<file path="config.mk">
export PLATFORM = sky130hd
export DESIGN_NAME = term_rx_port
export DESIGN_NICKNAME = d
export VERILOG_FILES = /design/src/rtl/term_rx_pkg.sv /design/src/rtl/term_rx_ctrl.sv /design/src/rtl/term_rx_datapath.sv /design/src/rtl/term_rx_port.sv
export SDC_FILE = /design/constraint.sdc
export NUM_CORES = 1
export LEC_CHECK = 0
export BUFFER_PORTS_ARGS = -buffer_cell sky130_fd_sc_hd__buf_2
export CAP_MARGIN = 20
export CORE_MARGIN = 8
export CORE_UTILIZATION = 34
export CTS_CLUSTER_SIZE = 30
export DETAILED_ROUTE_END_ITERATION = 16
export GPL_ROUTABILITY_DRIVEN = 0
export GPL_TIMING_DRIVEN = 1
export PLACE_DENSITY = 0.84
export SYNTH_ARGS = -nofsm -noshare
export SYNTH_HDL_FRONTEND = slang
export SYNTH_HIERARCHICAL = 1
export SYNTH_SLANG_ARGS = --single-unit
</file>
<file path="constraint.sdc">
create_clock -name clk -period 0.9 [get_ports clk]
set_clock_uncertainty 0.05 [all_clocks]
set_input_delay 0.045 -clock clk [delete_from_list [all_inputs] [get_ports clk]]
set_output_delay 0.045 -clock clk [all_outputs]
set_load 0.01 [all_outputs]
</file>
<file path="src/rtl/term_rx_pkg.sv">
package term_rx_pkg;
  localparam int DATA_W  = 16;
  localparam int CHAR_W  = 8;
  localparam int ADDR_W  = 2;
  localparam int DONE_IX = 7;
  localparam int IE_IX   = 6;
  localparam int SEL_IX  = 1;

  // strobes from the control block to the datapath
  typedef struct packed {
    logic loadChar;
    logic readBuf;
    logic readCsr;
  } rxStrobe_t;
endpackage

</file>
<file path="src/rtl/term_rx_ctrl.sv">
module term_rx_ctrl
  import term_rx_pkg::*;
#(
  parameter int DW = DATA_W,
  parameter int AW = ADDR_W,
  parameter int DONE_BIT = DONE_IX,
  parameter int IE_BIT = IE_IX,
  parameter int SEL_BIT = SEL_IX
) (
  input  logic          clk,
  input  logic          rstN,
  input  logic [AW-1:0] busAddr,
  input  logic          busWrite,
  input  logic          busRead,
  input  logic [DW-1:0] busWData,
  input  logic          charValid,
  output rxStrobe_t     strb,
  output logic          doneFlag,
  output logic          intEnable,
  output logic          irqReq
);
  logic selBuf, oddByte, wrCsr;
  logic ieNext, doneNext, irqNext;

  assign selBuf  = busAddr[SEL_BIT];
  assign oddByte = busAddr[0];
  assign wrCsr   = busWrite && !selBuf && !oddByte;

  assign strb.loadChar = charValid;
  assign strb.readBuf  = busRead && selBuf;
  assign strb.readCsr  = busRead && !selBuf;

  always_comb begin
    ieNext = wrCsr ? busWData[IE_BIT] : intEnable;
    if (charValid)         doneNext = 1'b1;
    else if (strb.readBuf) doneNext = 1'b0;
    else                   doneNext = doneFlag;
    if (charValid)         irqNext = ieNext;
    else if (strb.readBuf) irqNext = 1'b0;
    else if (wrCsr)        irqNext = busWData[IE_BIT] ? (irqReq | doneFlag) : 1'b0;
    else                   irqNext = irqReq;
  end

  always_ff @(posedge clk or negedge rstN) begin
    if (!rstN) begin
      doneFlag  <= 1'b0;
      intEnable <= 1'b0;
      irqReq    <= 1'b0;
    end else begin
      doneFlag  <= doneNext;
      intEnable <= ieNext;
      irqReq    <= irqNext;
    end
  end

  // request level tracks done and enable
  a_r6_irq_level: assert property (@(posedge clk) disable iff (!rstN)
    irqReq == (doneFlag && intEnable));
  // buffer read acknowledges
  a_r3_read_acks: assert property (@(posedge clk) disable iff (!rstN)
    (busRead && selBuf && !charValid) |=> (!doneFlag && !irqReq));
  // odd-byte status write is ignored
  a_r5_odd_ignored: assert property (@(posedge clk) disable iff (!rstN)
    (busWrite && !selBuf && oddByte && !busRead && !charValid) |=>
      ($stable(intEnable) && $stable(doneFlag)));
  // buffer write touches no status
  a_r7_bufwr_noeff: assert property (@(posedge clk) disable iff (!rstN)
    (busWrite && selBuf && !busRead && !charValid) |=>
      ($stable(intEnable) && $stable(doneFlag)));
  // arriving character sets done
  a_r8_char_done: assert property (@(posedge clk) disable iff (!rstN)
    charValid |=> doneFlag);
endmodule

</file>
<file path="src/rtl/term_rx_datapath.sv">
module term_rx_datapath
  import term_rx_pkg::*;
#(
  parameter int DW = DATA_W,
  parameter int CW = CHAR_W,
  parameter int DONE_BIT = DONE_IX,
  parameter int IE_BIT = IE_IX
) (
  input  logic          clk,
  input  logic          rstN,
  input  rxStrobe_t     strb,
  input  logic [CW-1:0] charIn,
  input  logic          mode8Bit,
  input  logic          doneFlag,
  input  logic          intEnable,
  output logic [DW-1:0] busRData
);
  logic [CW-1:0] charBuf, charMask, maskedChar;
  logic [DW-1:0] csrWord;

  // top bit of the character kept only in 8-bit mode
  assign charMask   = {mode8Bit, {(CW-1){1'b1}}};
  assign maskedChar = charIn & charMask;

  always_ff @(posedge clk or negedge rstN) begin
    if (!rstN)             charBuf <= '0;
    else if (strb.loadChar) charBuf <= maskedChar;
  end

  always_comb begin
    csrWord = '0;
    csrWord[DONE_BIT] = doneFlag;
    csrWord[IE_BIT]   = intEnable;
  end

  always_comb begin
    if (strb.readBuf)      busRData = {{(DW-CW){1'b0}}, charBuf};
    else if (strb.readCsr) busRData = csrWord;
    else                   busRData = '0;
  end

  // 7-bit mode clears the top bit of the stored character
  a_r8_mask7: assert property (@(posedge clk) disable iff (!rstN)
    (strb.loadChar && !mode8Bit) |=> (charBuf[CW-1] == 1'b0));
  // the buffer changes only on a character strobe
  a_r7_buf_hold: assert property (@(posedge clk) disable iff (!rstN)
    !strb.loadChar |=> $stable(charBuf));
endmodule

</file>
<file path="src/rtl/term_rx_port.sv">
module term_rx_port
  import term_rx_pkg::*;
#(
  parameter int DW = DATA_W,
  parameter int CW = CHAR_W,
  parameter int AW = ADDR_W
) (
  input  logic          clk,
  input  logic          rstN,
  input  logic [AW-1:0] busAddr,
  input  logic          busWrite,
  input  logic          busRead,
  input  logic [DW-1:0] busWData,
  output logic [DW-1:0] busRData,
  input  logic          charValid,
  input  logic [CW-1:0] charIn,
  input  logic          mode8Bit,
  output logic          irqReq
);
  rxStrobe_t strb;
  logic doneFlag, intEnable;

  term_rx_ctrl #(.DW(DW), .AW(AW)) uCtrl (
    .clk(clk), .rstN(rstN), .busAddr(busAddr), .busWrite(busWrite),
    .busRead(busRead), .busWData(busWData), .charValid(charValid),
    .strb(strb), .doneFlag(doneFlag), .intEnable(intEnable), .irqReq(irqReq)
  );

  term_rx_datapath #(.DW(DW), .CW(CW)) uData (
    .clk(clk), .rstN(rstN), .strb(strb), .charIn(charIn), .mode8Bit(mode8Bit),
    .doneFlag(doneFlag), .intEnable(intEnable), .busRData(busRData)
  );
endmodule

</file>
==> metrics <==
Async SR Flop Fraction=100.0%; DP HPWL=1.060 mm; Place WS=-82.63 ps; total grt overflow=0; vias in the first global route=598; Final nets=134; Main synth FF type=dfrtp_1; library cells used by synthesis=18; power per standard cell area=1341 mW/mm^2; Root Driver=clkbuf_4; CP max-delay cell=dfrtp_1; Starting Density=36.13%; gr usage total=10.51%; ratio of cells with drive above 1 in the final layout=49.50%; area leader, netlist=dfrtp_1; Ant. Diodes=0; crit path launch type=flip-flop; Max Slew Vio Count=0; RSZ-0062 raised after global routing=yes; Post-Route Setup TNS=-1397 ps; number of synthesized flops with an enable pin=0; WL per Instance=13.63 um; Hold Fails Final Rpt=0; Sink Count=11; Worst path max stage delay=380 ps; clk_lat worst skew=260 ps; std cell rows=15; port bufs=25; synth warn=6; placed insts=101; total power=1.324 mW; Worst EP required=1000 ps; placed inst area=734.5 sq um; largest net degree at the start of global routing=13; CP arrival=1150 ps; Die Y=59.07 um; vias post-DR=540; final WL=1.718 mm; leakage=0.5129 nW; Tmin final=1050 ps; CORE AREA=0.001745 sq mm; Peak Freq=952.5 MHz; WS Path Type=flip-flop to flip-flop; first-pass GRT wire length=2.746 mm; dominant cell by count in the synthesized netlist=dfrtp_1; crit-path cells=buf_4, buf_6, mux2_4; Post-route DRC=0; Synth Register Bits=11; Final Worst Setup Slack=-149.8 ps; Synth area leaders=dfrtp_1 (44%), mux2_4 (17%), buf_4 (11%), and2_1 (6.0%), nand2_1 (3.0%); Vias per Instance=4.286; initial antenna violation count=0; Starting DRT DRC Count=7; Antenna Nets Post-Route=0; cells after synthesis=54; syn_area_per_cell=11.68 sq um; top post-synthesis cells by count=dfrtp_1 (11), buf_4 (9), mux2_4 (7); First-pass DRT Iterations=4; status=complete, but fails checks; CTS Buf Count=3; Hold Crit Class=input port to async pin; Clock Pin Slew Worst Setup and Hold Paths=70 ps; Layout area overhead=56.55%; DIE WIDTH=59.07 um; CTS H-tree lvls=1; Synth Cell Area=630.6 sq um; die area=0.003489 sq mm; Yosys top cell area share=43.65%; maximum vdd drop=0.7886 mV; Clock Path Buffers=2; I/O pin count=49; crit path max fanout=2; Tcrit/Tclk final=116.6%; max cap viols=0; failing checks=negative setup slack; # setup viols final=18; CTS tree=yes; sequential element share of the synthesized area=43.65%; design area=987.2 sq um; element type at the critical path end=flip-flop; fin cells=126
-- cells by family (layout without fill, tap and decap cells) --
| kind of cell | Yosys count | count (layout) | synth area share (%) |
|---|---|---|---|
| AOI/OAI and AO/OA | 5 | 5 | 5.951 |
| buffers and inverters | 12 | 52 | 13.69 |
| DFF | 11 | 11 | 43.65 |
| muxes | 8 | 8 | 18.45 |
| other | 1 | 8 | 0.5947 |
| and+or+nand+nor | 17 | 17 | 17.66 |
-- metal layers --
metal	global-route usage, %	wire, um	part of all wire, %
met1	10.34	668	39
met2	18.85	915	53
met3	2.603	107	6.2
met4	7.167	27	1.6
met5	0	0	0
-- registers in the layout (all words and copies together), names as in the netlist --
register         count
uData/charBuf        8
uCtrl/intEnable      1
uCtrl/doneFlag       1
uCtrl/irqReq         1
-- report_power, final --
part | internal (mW) | leakage [nW] | switching, mW
clock network | 0.171 | 0.0150 | 0.172
registers | 0.547 | 0.128 | 0.0325
logic | 0.244 | 0.370 | 0.157
total | 0.962 | 0.513 | 0.362
-- what timing repair did --
item	CTS	global route
setup endpoints to repair	10	18
hold buffers	11	0
hold endpoints to repair	20	0
resized for setup	5	5
pin swaps	4	3
setup buffers	9	1
-- layout by cell type, fill, tap and decap left out --
| cell type | count |
|---|---|
| nor3b_4 | 2 |
| a221oi_4 | 1 |
| buf_2 | 25 |
| nand2_1 | 5 |
| nor3_2 | 1 |
| and2b_1 | 1 |
| clkbuf_1 | 1 |
| buf_4 | 6 |
| o21ai_0 | 1 |
| nor2b_1 | 1 |
| dfrtp_1 | 11 |
| dlygate4sd3_1 | 11 |
| mux2_4 | 8 |
| clkbuf_4 | 3 |
| conb_1 | 8 |
| and2_1 | 6 |
| nand3_1 | 1 |
| a21o_1 | 1 |
| buf_6 | 4 |
| inv_1 | 2 |
| o21ai_1 | 2 |
-- layout make-up --
class | instances | area, sq um
Sequential cell | 11 | 275.3
Timing Repair Buffer | 46 | 325.3
Tap cell | 25 | 31.28
Inverter | 2 | 7.507
Multi-Input combinational cell | 38 | 321.6
Clock buffer | 4 | 26.28
Fill cell | 154 | 758.2
-- worst max-delay path: cells and delay by family, from the launching register on --
| kind | cells | cell delay [ps] |
|---|---|---|
| buffers and inverters | 2 | 250 |
| flip-flops | 1 | 380 |
| multiplexers | 1 | 260 |
-- final timing paths --
kind	from	end	slack, ps	cells after the start
setup / recovery	uCtrl/intEnable	uCtrl/intEnable	-150	3
hold / removal	rstN	uData/charBuf[3]	130	2
setup reg to reg	uCtrl/intEnable	uCtrl/intEnable	-150	3
hold reg to reg	uData/charBuf[2]	uData/charBuf[2]	470	1
max in group asynchronous	rstN	uCtrl/doneFlag	460	2
min in group clk	busAddr[0]	uCtrl/intEnable	130	3
-- stage by stage --
stage / hold WS (ps) / util (%)
floorplan: -300.6 / -
global placement: -129.6 / 42.08
detailed placement: -123.2 / 42.08
CTS: 109.1 / 54.84
global route: 117.4 / 56.56
finish: 126.3 / 56.56
Note: power is estimated with default switching activity, not from simulation.
